### config.mk
export PLATFORM = sky130hd
export DESIGN_NAME = atf_frontend
export DESIGN_NICKNAME = d
export VERILOG_FILES = /design/src/rtl/atf_pkg.sv /design/src/rtl/atf_decode.sv /design/src/rtl/atf_prefix.sv /design/src/rtl/atf_seq.sv /design/src/rtl/atf_frontend.sv
export SDC_FILE = /design/constraint.sdc
export NUM_CORES = 1
export LEC_CHECK = 0
export BUFFER_PORTS_ARGS = -buffer_cell sky130_fd_sc_hd__buf_2
export CAP_MARGIN = 20
export CELL_PAD_IN_SITES_DETAIL_PLACEMENT = 1
export CELL_PAD_IN_SITES_GLOBAL_PLACEMENT = 2
export CORE_MARGIN = 3
export CORE_UTILIZATION = 31
export CTS_CLUSTER_DIAMETER = 60
export DETAILED_ROUTE_END_ITERATION = 12
export PLACE_DENSITY_LB_ADDON = 0.08
export SLEW_MARGIN = 20
export SYNTH_ARGS = -nofsm -noshare
export SYNTH_HDL_FRONTEND = slang
export SYNTH_SLANG_ARGS = --single-unit
export TNS_END_PERCENT = 20
### constraint.sdc
create_clock -name clk -period 15.13 [get_ports clk]
set_input_delay 2.2695 -clock clk [delete_from_list [all_inputs] [get_ports clk]]
set_output_delay 2.2695 -clock clk [all_outputs]
set_load 0.01 [all_outputs]
### src/rtl/atf_pkg.sv
// Shared encodings for the address translation front-end.
// Assumes the descriptor layout: bit 5 real space, bits [3:2] top table type.
package atf_pkg;

    localparam logic [1:0] MODE_PRI  = 2'b00;
    localparam logic [1:0] MODE_SEC  = 2'b10;
    localparam logic [1:0] MODE_HOME = 2'b11;

    localparam logic [1:0] ACC_READ  = 2'b00;
    localparam logic [1:0] ACC_WRITE = 2'b01;
    localparam logic [1:0] ACC_FETCH = 2'b10;

    localparam logic [1:0] TOP_SEG = 2'b00;
    localparam logic [1:0] TOP_R3  = 2'b01;
    localparam logic [1:0] TOP_R2  = 2'b10;
    localparam logic [1:0] TOP_R1  = 2'b11;

    localparam int DESC_REAL_BIT = 5;
    localparam int DESC_TYPE_LSB = 2;

    localparam logic [2:0] PERM_R   = 3'b100;
    localparam logic [2:0] PERM_W   = 3'b010;
    localparam logic [2:0] PERM_X   = 3'b001;
    localparam logic [2:0] PERM_ALL = 3'b111;

    typedef enum logic [1:0] {
        FLT_NONE = 2'd0,
        FLT_SPEC = 2'd1,
        FLT_PROT = 2'd2,
        FLT_WALK = 2'd3
    } flt_e;

    typedef enum logic {
        ST_IDLE = 1'b0,
        ST_WALK = 1'b1
    } st_e;

    // Decisions made from one request before any walk
    typedef struct packed {
        logic       bypass;
        logic       range_err;
        logic       is_write;
        logic [1:0] space_bits;
        logic [2:0] perm_mask;
    } dec_t;

endpackage

### src/rtl/atf_decode.sv
// Request decoder: aligns the address, picks the governing address space and
// descriptor, derives the permission mask and checks the top-table range.
// Assumes the caller only samples the outputs when a request is accepted.
module atf_decode
    import atf_pkg::*;
#(
    parameter int AW          = 64,
    parameter int PAGE_BITS   = 12,
    parameter int R2_VA_BITS  = 53,
    parameter int R3_VA_BITS  = 42,
    parameter int SEG_VA_BITS = 31
) (
    input  logic [AW-1:0] vaddr,
    input  logic [1:0]    acc,
    input  logic [1:0]    mode,
    input  logic          dat_en,
    input  logic [AW-1:0] cr_pri,
    input  logic [AW-1:0] cr_sec,
    input  logic [AW-1:0] cr_home,
    output logic [AW-1:0] va_page,
    output logic [AW-1:0] desc,
    output dec_t          dec
);

    localparam logic [AW-1:0] PAGE_MASK = {AW{1'b1}} << PAGE_BITS;
    localparam int N_CHECKED = 3;

    // Address bit limit for each checked top table type, indexed by type code
    function automatic int limit_of(input int t);
        case (t)
            0:       return SEG_VA_BITS;
            1:       return R3_VA_BITS;
            default: return R2_VA_BITS;
        endcase
    endfunction

    logic       is_fetch;
    logic       is_write;
    logic       in_sec;
    logic [1:0] eff_space;
    logic [1:0] top_type;
    logic       real_space;
    logic [3:0] over;

    // Drop the byte offset inside the page
    assign va_page = vaddr & PAGE_MASK;

    assign is_fetch = (acc == ACC_FETCH);
    assign is_write = (acc == ACC_WRITE);
    assign in_sec   = (mode == MODE_SEC);

    // Pick the address space that governs this access
    always_comb begin
        if (mode == MODE_HOME)
            eff_space = MODE_HOME;
        else if (in_sec && !is_fetch)
            eff_space = MODE_SEC;
        else
            eff_space = MODE_PRI;
    end

    // Route the descriptor of the chosen space
    always_comb begin
        case (eff_space)
            MODE_SEC:  desc = cr_sec;
            MODE_HOME: desc = cr_home;
            default:   desc = cr_pri;
        endcase
    end

    assign real_space = desc[DESC_REAL_BIT];
    assign top_type   = desc[DESC_TYPE_LSB +: 2];

    // One out-of-range detector per checked top table type
    for (genvar g = 0; g < N_CHECKED; g++) begin : g_range
        assign over[g] = |(va_page >> limit_of(g));
    end
    assign over[3] = 1'b0;

    // Assemble the decision record
    always_comb begin
        dec.bypass     = !dat_en || real_space;
        dec.range_err  = dat_en && !real_space && (top_type != TOP_R1) && over[top_type];
        dec.is_write   = is_write;
        dec.space_bits = eff_space;
        if (!dat_en)
            dec.perm_mask = PERM_ALL;
        else if (in_sec && is_fetch)
            dec.perm_mask = PERM_X;
        else if (in_sec)
            dec.perm_mask = PERM_R | PERM_W;
        else
            dec.perm_mask = PERM_ALL;
    end

endmodule

### src/rtl/atf_prefix.sv
// Low-storage prefix relocation: swaps the first window of real storage with
// the window at the prefix base. Assumes the prefix is window aligned.
module atf_prefix #(
    parameter int AW       = 64,
    parameter int WIN_BITS = 13
) (
    input  logic [AW-1:0] raddr,
    input  logic [AW-1:0] prefix,
    output logic [AW-1:0] aaddr
);

    logic [AW-1:0] diff;
    logic          in_low;
    logic          in_pfx;

    // Classify the address against both windows
    assign diff   = raddr - prefix;
    assign in_low = (raddr >> WIN_BITS) == '0;
    assign in_pfx = (raddr >= prefix) && ((diff >> WIN_BITS) == '0);

    // Apply the swap
    always_comb begin
        if (in_low)
            aaddr = raddr + prefix;
        else if (in_pfx)
            aaddr = diff;
        else
            aaddr = raddr;
    end

endmodule

### src/rtl/atf_seq.sv
// Sequencer: accepts requests, resolves bypass and range faults at once,
// runs the walker handshake, applies protection and registers one outcome.
// Assumes reloc_addr already holds the relocated form of the address being
// resolved in the current cycle.
module atf_seq
    import atf_pkg::*;
#(
    parameter int AW = 64
) (
    input  logic          clk,
    input  logic          rst_n,
    input  logic          req_valid,
    output logic          req_ready,
    input  logic [AW-1:0] va_page,
    input  logic [AW-1:0] desc,
    input  dec_t          dec,
    input  logic [AW-1:0] reloc_addr,
    output logic          walk_req,
    output logic [AW-1:0] walk_asce,
    output logic [AW-1:0] walk_vaddr,
    input  logic          walk_rsp_valid,
    input  logic          walk_rsp_ro,
    input  logic          walk_rsp_fault,
    output logic          done_valid,
    output logic [AW-1:0] done_addr,
    output logic [2:0]    done_perm,
    output logic          fault_valid,
    output logic [1:0]    fault_type,
    output logic [AW-1:0] fault_code
);

    localparam logic [AW-1:0] PROT_BIT = AW'(4);

    st_e        state;
    logic       accept;
    logic       rsp;
    logic       lat_write;
    logic [1:0] lat_bits;
    logic [2:0] lat_mask;
    logic [2:0] rsp_perm;

    assign req_ready = (state == ST_IDLE);
    assign walk_req  = (state == ST_WALK);
    assign accept    = req_valid && req_ready;
    assign rsp       = walk_rsp_valid && walk_req;
    assign rsp_perm  = walk_rsp_ro ? (lat_mask & ~PERM_W) : lat_mask;

    // Move between idle and waiting for the walker
    always_ff @(posedge clk) begin
        if (!rst_n)
            state <= ST_IDLE;
        else if (accept && !dec.bypass && !dec.range_err)
            state <= ST_WALK;
        else if (rsp)
            state <= ST_IDLE;
    end

    // Capture the walk context at acceptance
    always_ff @(posedge clk) begin
        if (!rst_n) begin
            walk_asce  <= '0;
            walk_vaddr <= '0;
            lat_write  <= 1'b0;
            lat_bits   <= 2'b00;
            lat_mask   <= 3'b000;
        end else if (accept) begin
            walk_asce  <= desc;
            walk_vaddr <= va_page;
            lat_write  <= dec.is_write;
            lat_bits   <= dec.space_bits;
            lat_mask   <= dec.perm_mask;
        end
    end

    // Raise the single-cycle completion
    always_ff @(posedge clk) begin
        if (!rst_n) begin
            done_valid <= 1'b0;
            done_addr  <= '0;
            done_perm  <= 3'b000;
        end else begin
            done_valid <= 1'b0;
            if (accept && dec.bypass && !dec.range_err) begin
                done_valid <= 1'b1;
                done_addr  <= reloc_addr;
                done_perm  <= dec.perm_mask;
            end else if (rsp && !walk_rsp_fault && !(lat_write && walk_rsp_ro)) begin
                done_valid <= 1'b1;
                done_addr  <= reloc_addr;
                done_perm  <= rsp_perm;
            end
        end
    end

    // Raise the single-cycle fault with its code word
    always_ff @(posedge clk) begin
        if (!rst_n) begin
            fault_valid <= 1'b0;
            fault_type  <= FLT_NONE;
            fault_code  <= '0;
        end else begin
            fault_valid <= 1'b0;
            if (accept && dec.range_err) begin
                fault_valid <= 1'b1;
                fault_type  <= FLT_SPEC;
                fault_code  <= va_page | AW'(dec.space_bits);
            end else if (rsp && walk_rsp_fault) begin
                fault_valid <= 1'b1;
                fault_type  <= FLT_WALK;
                fault_code  <= walk_vaddr | AW'(lat_bits);
            end else if (rsp && lat_write && walk_rsp_ro) begin
                fault_valid <= 1'b1;
                fault_type  <= FLT_PROT;
                fault_code  <= walk_vaddr | AW'(lat_bits) | PROT_BIT;
            end
        end
    end

endmodule

### src/rtl/atf_frontend.sv
// Address translation front-end top: decoder, relocation and sequencer.
// Assumes one external walker that answers each walk_req exactly once.
module atf_frontend
    import atf_pkg::*;
#(
    parameter int AW          = 64,
    parameter int PAGE_BITS   = 12,
    parameter int WIN_BITS    = 13,
    parameter int R2_VA_BITS  = 53,
    parameter int R3_VA_BITS  = 42,
    parameter int SEG_VA_BITS = 31
) (
    input  logic          clk,
    input  logic          rst_n,
    input  logic          req_valid,
    output logic          req_ready,
    input  logic [AW-1:0] req_vaddr,
    input  logic [1:0]    req_acc,
    input  logic [1:0]    req_mode,
    input  logic          dat_en,
    input  logic [AW-1:0] cr_primary,
    input  logic [AW-1:0] cr_secondary,
    input  logic [AW-1:0] cr_home,
    input  logic [AW-1:0] prefix,
    output logic          walk_req,
    output logic [AW-1:0] walk_asce,
    output logic [AW-1:0] walk_vaddr,
    input  logic          walk_rsp_valid,
    input  logic [AW-1:0] walk_rsp_raddr,
    input  logic          walk_rsp_ro,
    input  logic          walk_rsp_fault,
    output logic          done_valid,
    output logic [AW-1:0] done_addr,
    output logic [2:0]    done_perm,
    output logic          fault_valid,
    output logic [1:0]    fault_type,
    output logic [AW-1:0] fault_code
);

    logic [AW-1:0] va_page;
    logic [AW-1:0] desc;
    dec_t          dec;
    logic [AW-1:0] reloc_in;
    logic [AW-1:0] reloc_out;

    atf_decode #(
        .AW(AW), .PAGE_BITS(PAGE_BITS), .R2_VA_BITS(R2_VA_BITS),
        .R3_VA_BITS(R3_VA_BITS), .SEG_VA_BITS(SEG_VA_BITS)
    ) u_decode (
        .vaddr   (req_vaddr),
        .acc     (req_acc),
        .mode    (req_mode),
        .dat_en  (dat_en),
        .cr_pri  (cr_primary),
        .cr_sec  (cr_secondary),
        .cr_home (cr_home),
        .va_page (va_page),
        .desc    (desc),
        .dec     (dec)
    );

    // Relocate the walker result while walking, else the request address
    assign reloc_in = walk_req ? walk_rsp_raddr : va_page;

    atf_prefix #(.AW(AW), .WIN_BITS(WIN_BITS)) u_prefix (
        .raddr  (reloc_in),
        .prefix (prefix),
        .aaddr  (reloc_out)
    );

    atf_seq #(.AW(AW)) u_seq (
        .clk            (clk),
        .rst_n          (rst_n),
        .req_valid      (req_valid),
        .req_ready      (req_ready),
        .va_page        (va_page),
        .desc           (desc),
        .dec            (dec),
        .reloc_addr     (reloc_out),
        .walk_req       (walk_req),
        .walk_asce      (walk_asce),
        .walk_vaddr     (walk_vaddr),
        .walk_rsp_valid (walk_rsp_valid),
        .walk_rsp_ro    (walk_rsp_ro),
        .walk_rsp_fault (walk_rsp_fault),
        .done_valid     (done_valid),
        .done_addr      (done_addr),
        .done_perm      (done_perm),
        .fault_valid    (fault_valid),
        .fault_type     (fault_type),
        .fault_code     (fault_code)
    );

endmodule

After elaboration in Yosys (flattened, before gate mapping) --
Index checks and enable logic that the tools add are counted.
Operators by class: add/subtract/negate cells 2, magnitude comparators 2, eq/ne operators 7, muxes and demuxes 29, bitwise gates (word level) 4, reductions and logical operators 37
Operators with widths (count):
- 2-to-1 mux 64 bit | 8
- logical NOT 64 bit | 2
- bitwise OR 64 x 2 -> 64 bit | 2
- one-hot mux 64 bit (2 select lines) | 1
- adder 64 bit | 1
- greater-or-equal comparator 64 bit | 1
- subtractor 64 bit | 1
- OR reduction 33 bit | 1
- OR reduction 22 bit | 1
- logical AND 1 bit | 19
- 2-to-1 mux 3 bit | 4
- OR reduction 11 bit | 1
- == test 2 bit (second input constant) | 5
- 2-to-1 mux 1 bit | 10
- 2-to-1 mux 2 bit | 5
- logical NOT 1 bit | 7
- nonzero test 2 bit | 3
- < comparator 2 x 3 -> 1 bit (second input constant) | 1
- nonzero test 3 bit | 1
- binary-select mux 1 bit (select 2 bit) | 1
- == test 2 x 1 -> 1 bit (second input constant) | 1
- != test 2 bit (second input constant) | 1
- inverter 1 bit | 2
- OR reduction 2 bit | 1
- logical OR 1 bit | 1
Word-level totals: flip-flop bits (word level) 258, word-level logic and storage cells 94

Depth between registers and ports, before layout --
Gate-level depths: netlist of run 1.
depth in word-level cells 14, gate-level depth with buffers 29

Modules after synthesis --
Synthesis of run 1 repeated with hierarchy kept, for this count alone.
Unflattened totals: cell total of the unflattened synthesis 3243, area total of the unflattened synthesis 23857.9 um^2
By module, submodules not included:
- atf_seq | instances 1, cells each 1266, area each 10805.4 um^2
- atf_prefix | instances 1, cells each 1598, area each 10189.8 um^2
- atf_decode | instances 1, cells each 308, area each 1785.5 um^2
- atf_frontend | instances 1, cells each 71, area each 1077.3 um^2

Least setup slack after synthesis of run 1 --
Ideal clock, no wire load.
path type input to register, start input walk_rsp_raddr[31], end register u_seq.done_addr[32], library setup time 0.116 ns, arrival time 6.292 ns, path slack 8.722 ns, cell stages on the path 21, path through mux2i_1 -> inv_1 -> ha_1 -> clkbuf_1 -> nand2_1 -> nor3_1 -> nand3_1 -> or4_4 -> a211oi_2 -> o211ai_1 -> nand2_1 -> xnor2_1 -> nand4_1 -> or4_4 -> nor3_4 -> or2_1 -> buf_4 -> buf_6 -> buf_12 -> o221ai_2 -> o211a_1
Between the ends: word-level cells in the longest chain between the ends 8, elaborated cells between the ends (all ways) 11, those cells by class add/sub: 2; order compare: 1; mux: 5; reduce/logical: 3
Ends and longest elaborated chain:
- start, declared | RTL line atf_frontend.sv:29 | input logic [AW-1:0] walk_rsp_raddr,
- 2-to-1 mux 64 bit * | RTL line atf_frontend.sv:63 | assign reloc_in = walk_req ? walk_rsp_raddr : va_page;
- subtractor 64 bit | RTL line atf_prefix.sv:17 | assign diff = raddr - prefix;
- logical NOT 64 bit | RTL line atf_prefix.sv:19 | assign in_pfx = (raddr >= prefix) && ((diff >> WIN_BITS) == '0);
- logical AND 1 bit | RTL line atf_prefix.sv:19
- 2-to-1 mux 64 bit | RTL line atf_prefix.sv:25 | else if (in_pfx)
- 2-to-1 mux 64 bit * | RTL line atf_prefix.sv:23 | if (in_low)
- 2-to-1 mux 64 bit | RTL line atf_seq.sv:87 | end else if (rsp && !walk_rsp_fault && !(lat_write && walk_rsp_ro)) begin
- 2-to-1 mux 64 bit * | RTL line atf_seq.sv:83 | if (accept && dec.bypass && !dec.range_err) begin
- end signal, assigned | RTL line atf_seq.sv:85 | done_addr <= reloc_addr;
- end signal, assigned | RTL line atf_seq.sv:89 | done_addr <= reloc_addr;
- end, declared | RTL line atf_seq.sv:25 | output logic [AW-1:0] done_addr,
Mark *: on every way between the ends. The rest lies on a longest branch, timed or not. The select of a mux whose other input is x is not followed. A chain may end at the register's enable or synchronous reset.

Final worst setup path of run 1 --
start input walk_rsp_raddr[27], end register u_seq.done_addr[37]
Same word-level chain as after synthesis.

==> flow_summary.json, run 1 <==
{
  "critPathKind": "in2reg",
  "max_freq_ghz": 0.1029,
  "vias": 24500,
  "first_iter_violations": 1621,
  "grt_pass1_vias": 24790,
  "end_kind": "flop",
  "grt_max_degree": 87,
  "num-fill-cells": 8288,
  "die_w_microns": 265.1,
  "dp.cells": 4139,
  "first_pass_iters": 5,
  "hold_viol": 0,
  "required_ns": 15.53,
  "cts_tree": "built",
  "antenna_left": 0,
  "post_cts_buffers": 0,
  "ys_warn_count": 0,
  "syn_inst": 2835,
  "wire_per_inst_microns": 27.88,
  "netlist_area_sq_mm": 0.02080,
  "hold_buffers": 0,
  "slew_viol_final": 0,
  "place_congestion": 0.9592,
  "rsz0062_at_grt": "false",
  "setup_ws_ns": 5.410,
  "worstPathCellList": "buf_2 > mux2i_1 > inv_1 > ha_1 > nand4_1 > nor3_1 > nand3_1 > or4_4 > o21a_1 > o311ai_0 > and4b_1 > nand4_1 > nor4_1 > nand4_1 > nor3_4 > buf_4 > or2_2 > buf_4 > a2bb2oi_1 > a211oi_1",
  "nNetsFinal": 3817,
  "slowest_delay_ns": 0.88,
  "port-buffer-count": 626,
  "tns_ns": 0,
  "worst_pin_slew_ns": 1.136,
  "coreArea_sq_mm": 0.06610,
  "reg2regPathDepth": 20,
  "finalPower_mw": 2.507,
  "drive_above_1_share_pct": 23.27,
  "cp.arrival_ns": 10.12,
  "whs_path_depth": 2,
  "clockBufferDepth": 3,
  "vias_per_cell": 5.803,
  "final_cells": 4222,
  "die_y_microns": 265.1,
  "grt_use_total_pct": 31.73,
  "place_ws_ns": 4.846,
  "dieArea_sq_mm": 0.07025,
  "synth_ff_type": "dfxtp_1",
  "cts_made_buffers": 37,
  "critPathMaxFanout": 26,
  "place_area_sq_mm": 0.02429,
  "avgSynthCellArea_sq_um": 7.338,
  "fin_util_pct": 38.75,
  "cts.sinks": 248,
  "cp-start-kind": "input pin",
  "root_buffer": "clkbuf_16",
  "timing.hold.ws_ns": 0.4597,
  "cap_violations": 0,
  "antenna_found_initial": 34,
  "grt_pass1_wl_mm": 169.2,
  "status": "finished clean",
  "htreeDepth": 2,
  "drc": 0,
  "clkLatencyLatePin_ns": 0.56,
  "yosysUniqueCellTypes": 88,
  "area_growth_syn_to_layout_pct": 23.12,
  "dp_hpwl_mm": 94.37,
  "fin_crit_ns": 9.720,
  "final.setup_skew_ns": 0.01516,
  "finalSetupViolCount": 0,
  "io_pins": 660,
  "hold_path_class": "reg2reg",
  "start_util_pct": 31.47,
  "cpMaxStageDelayCell": "nor3_1",
  "synth-edff-count": 0,
  "ys_seq_area_share_pct": 23.86,
  "crit_top_cell": "nand4_1",
  "finalInstanceArea_sq_mm": 0.02561,
  "power.leakage_nw": 11.42,
  "clk_pin_slew_ns": 0.05,
  "async_reset_ff_share_pct": 0,
  "grt_overflow": 0,
  "p_per_area_mw_per_mm2": 97.89,
  "ys_ff_latch": 248,
  "maxSlewHeadroom_pct": 22.10,
  "cts_resized": 0,
  "ir_drop_v": 0.00006194,
  "placementRows": 94,
  "wl_mm": 117.7,
  "timing.final.crit_share_pct": 64.24
}
## critical path: cells and delay by family
family	cells	cell delay, ns
mux	1	0.70
buf+inv	4	1.10
compound gates	4	1.53
fa+ha+maj	1	0.68
simple gates	10	3.75
## state kept, by name, indices dropped and copies added, names as in the netlist
register	flops
u_seq.done_addr	64
u_seq.walk_asce	64
u_seq.fault_code	55
u_seq.walk_vaddr	52
u_seq.done_perm	3
u_seq.fault_type	2
u_seq.lat_bits	2
u_seq.lat_mask	2
u_seq.done_valid	1
u_seq.fault_valid	1
u_seq.lat_write	1
u_seq.walk_req	1
## Yosys cell counts (16+ instances only)
master,instances,area share (%)
buf_2,19,0.46
a211oi_1,62,2.2
o22ai_1,16,0.48
buf_1,26,0.47
a21oi_1,334,8.0
o211a_1,43,2.1
clkbuf_1,155,2.8
o221ai_1,27,1.1
nor4_1,38,1.1
a22oi_1,19,0.69
a31oi_1,18,0.54
nor2_1,218,3.9
nand3_1,41,0.99
nor2b_1,22,0.66
nor3_1,34,0.82
o21ai_0,183,4.4
dfxtp_1,248,24
o31ai_1,27,0.97
nand4_1,57,1.7
o21bai_1,40,1.4
inv_1,159,2.9
nand2b_1,32,0.96
a21o_1,28,1.0
a221oi_1,73,3.1
or3_1,17,0.51
nand2_1,321,5.8
mux2i_1,103,5.0
o221ai_2,20,1.4
o21a_1,17,0.61
buf_4,25,0.90
xnor2_1,87,3.7
ha_1,107,6.4
xor2_1,19,0.80
## where the power goes
group          leakage [nW]  switching (mW)  internal [mW]
registers              2.04          0.0361          0.704
logic                  8.75           0.571          0.295
clock network         0.623           0.353          0.548
## worst paths after layout
kind,startpoint,end,slack [ns]
max,walk_rsp_raddr[27],u_seq.done_addr[37],5.41
min,u_seq.done_addr[6],u_seq.done_addr[6],0.46
max reg2reg,u_seq.walk_req,u_seq.done_addr[37],5.87
min reg2reg,u_seq.done_addr[6],u_seq.done_addr[6],0.46
## routing by layer
layer	wire (microns)	up-vias	GRT usage, %
li1	-	11300	-
met1	49450	12140	39.35
met2	55550	826	53.50
met3	7769	200	7.465
met4	4672	36	12.03
met5	240	-	0
## cells in the final DEF (no fill, tap or decap), drive strengths merged, types with 19 or more instances in the layout
master and instances:
a221oi 73, o21bai 40, nor3 35, inv 167, a21o 28, nand4 57, a211oi 63, nor2 218
nand3 41, xor2 19, nand2b 32, a22oi 19, nand2 321, xnor2 87, nor4 38, nor2b 22
o21ai 192, ha 107, mux2i 103, o211a 43, dfxtp 248, clkbuf 50, o31ai 27, conb 21
a21oi 334, o221ai 47, buf 651
## cell type report
class / count / area [sq um] / area share (%)
Antenna cell: 14 / 35.03 / 0.1368
Tap cell: 864 / 1081 / 4.221
Sequential cell: 248 / 4969 / 19.40
Inverter: 163 / 616.8 / 2.408
Clock inverter: 18 / 210.2 / 0.8207
Clock buffer: 50 / 1056 / 4.123
Multi-Input combinational cell: 2214 / 14310 / 55.87
Timing Repair Buffer: 651 / 3336 / 13.02
## cells by family (layout without fill, tap and decap cells)
family,Yosys count,after routing,synth area share (%)
adders and majority gates,110,110,6.580
DFF,248,248,23.86
buffers and inverters,393,882,7.933
muxes,109,109,5.281
AOI/OAI and AO/OA,1022,1022,32.94
and+or+nand+nor,846,846,18.92
other,1,35,0.01803
xor gates and xnor gates,106,106,4.463
Power figures use the tool's default switching activity.
==> inputs of run 2 (changes only) <==
--- a/config.mk
+++ b/config.mk
@@ -10,7 +10,7 @@
 export CELL_PAD_IN_SITES_DETAIL_PLACEMENT = 1
 export CELL_PAD_IN_SITES_GLOBAL_PLACEMENT = 2
 export CORE_MARGIN = 3
-export CORE_UTILIZATION = 31
+export CORE_UTILIZATION = 26
 export CTS_CLUSTER_DIAMETER = 60
 export DETAILED_ROUTE_END_ITERATION = 12
 export PLACE_DENSITY_LB_ADDON = 0.08
==> constraint.sdc (replaced) <==
create_clock -name clk -period 8.71 [get_ports clk]
set_input_delay 1.3065 -clock clk [delete_from_list [all_inputs] [get_ports clk]]
set_output_delay 1.3065 -clock clk [all_outputs]
set_load 0.01 [all_outputs]
==> run 2 against run 1 <==
Against the previous run: combinational power increased by 78%; final area grew 1.7%; sequential power up 73%; global-route usage decreased by 3.1 points; non-clock buffer count increased by 13; flip-flop and latch count did not move; register-to-register slack lost 4.3 ns; die area is 19% higher; clock power grew 82%; first-iteration DRC count fell by 4.8%; largest power group unchanged.
==> flow_summary.json, run 2 (same netlist as run 1, synthesis figures left out) <==
{
  "status": "finished clean",
  "io_pins": 660,
  "cpMaxStageDelayCell": "o41ai_1",
  "placementRows": 103,
  "worstHoldStart": "u_seq.fault_code[14]",
  "whs_path_depth": 2,
  "hold_path_end": "u_seq.fault_code[14]",
  "clkLatencyLatePin_ns": 0.58,
  "cts_tree": "built",
  "cp_top_family": "compound AO/OA/AOI/OAI gates",
  "first_pass_iters": 5,
  "timing.final.crit_share_pct": 82.37,
  "start_util_pct": 26.29,
  "cts_resized": 0,
  "die_y_microns": 288.9,
  "reg2regPathDepth": 17,
  "cts_made_buffers": 39,
  "first_iter_violations": 1543,
  "post_cts_buffers": 0,
  "max_freq_ghz": 0.1394,
  "hold_path_class": "reg2reg",
  "hold_buffers": 0,
  "dp.cells": 4338,
  "grt_max_degree": 85,
  "coreArea_sq_mm": 0.07913,
  "cts.sinks": 248,
  "vias_per_cell": 5.539,
  "grt_overflow": 0,
  "antenna_found_initial": 37,
  "grt_pass1_wl_mm": 176.4,
  "place_congestion": 0.9199,
  "antenna_left": 0,
  "power.leakage_nw": 11.52,
  "drive_above_1_share_pct": 23.65,
  "end_kind": "flop",
  "critPathMaxFanout": 41,
  "die_w_microns": 288.9,
  "drc": 0,
  "timing.hold.ws_ns": 0.4565,
  "fin_crit_ns": 7.175,
  "final_common_cell": "buf_2",
  "maxSlewHeadroom_pct": 25.84,
  "slew_viol_final": 0,
  "path_buf_inv": 2,
  "cp-start-kind": "flop",
  "final_cells": 4429,
  "rr_startpoint": "u_seq.walk_req",
  "hold_viol": 0,
  "ir_drop_v": 0.0001087,
  "worstPathCellList": "buf_4 > mux2i_1 > inv_1 > ha_1 > nor4_1 > nand2_1 > nor2_1 > a211oi_1 > o41ai_1 > nor3_1 > o21ai_0 > a221oi_1 > nor4_1 > a211oi_1 > xnor2_1 > o221ai_1 > o211a_1",
  "setup_ws_ns": 1.535,
  "worst_pin_slew_ns": 1.098,
  "largestRegisters": "u_seq.done_addr (64), u_seq.walk_asce (64), u_seq.fault_code (55)",
  "place_ws_ns": 1.139,
  "final_cell_mix": "625 x buf_2, 334 x a21oi_1, 319 x nand2_1",
  "p_per_area_mw_per_mm2": 171.2,
  "r2r-end": "u_seq.done_addr[63]",
  "rsz0062_at_grt": "false",
  "nNetsFinal": 3832,
  "htreeDepth": 2,
  "clockBufferDepth": 3,
  "vias": 24530,
  "cap_violations": 0,
  "rrSetupSlack_ns": 1.54,
  "grt_pass1_vias": 24970,
  "finalSetupViolCount": 0,
  "critPathKind": "reg2reg",
  "cp.arrival_ns": 7.62,
  "dp_hpwl_mm": 101.6,
  "slowest_delay_ns": 0.91,
  "tns_ns": 0,
  "root_buffer": "clkbuf_16",
  "port-buffer-count": 626,
  "finalInstanceArea_sq_mm": 0.02605,
  "final.setup_skew_ns": 0.03271,
  "required_ns": 9.16,
  "dieArea_sq_mm": 0.08344,
  "wire_per_inst_microns": 28.34,
  "clk_pin_slew_ns": 0.06,
  "grt_use_total_pct": 28.60,
  "place_area_sq_mm": 0.02464,
  "wl_mm": 125.5,
  "area_growth_syn_to_layout_pct": 25.24
}
[run 2: changes by cell type in the layout (fill, tap and decap cells not counted), moves of 2 or more]
cell / before / now
buf_4: 25 / 37
clkbuf_1: 6 / 4
clkinv_4: 1 / 3
diode_2: 14 / 21
[run 2: per-stage QoR]
stage,power [mW],utilization (%)
after floorplan,2.185,-
after global placement,2.810,31.13
after detailed placement,2.827,31.14
after CTS,4.493,32.82
after global routing,4.684,32.89
final,4.461,32.93
[run 2: area by class of cell]
class                           count  area (sq um)
Antenna cell                       21         52.55
Clock buffer                       48          1060
Clock inverter                     21         276.5
Fill cell                        9885         53070
Inverter                          163         616.8
Multi-Input combinational cell   2214         14310
Sequential cell                   248          4969
Tap cell                         1050          1314
Timing Repair Buffer              664          3453
[run 2: report_power, final]
group | internal (mW) | switching, mW | total (mW)
Combinational | 0.516 | 1.02 | 1.54
Sequential | 1.22 | 0.0619 | 1.28
Clock | 0.996 | 0.644 | 1.64
Total | 2.73 | 1.73 | 4.46
[run 2: worst max-delay path by stage]
stage                            start                   to  depth (start not counted)
floorplan               u_seq.walk_req  u_seq.done_addr[32]                         26
global placement    walk_rsp_raddr[27]   u_seq.done_addr[0]                         19
detailed placement  walk_rsp_raddr[27]   u_seq.done_addr[0]                         19
CTS                     u_seq.walk_req  u_seq.done_addr[63]                         17
global route            u_seq.walk_req   u_seq.done_addr[0]                         20
finish                  u_seq.walk_req  u_seq.done_addr[63]                         17
[run 2: metal layers]
| metal | share of wire (%) | wire, microns | track usage (%) |
|---|---|---|---|
| met1 | 43 | 53990 | 36.57 |
| met2 | 46 | 57580 | 46.12 |
| met3 | 7.5 | 9456 | 8.057 |
| met4 | 3.5 | 4372 | 9.766 |
| met5 | 0.098 | 123 | 0 |
[run 2: tightest hold or removal path: cells and delay by family (launching register included)]
kind	cells	cell delay (ns)
flip-flops	1	0.31
AND/OR/NAND/NOR	1	0.05
AO/OA/AOI/OAI	1	0.05
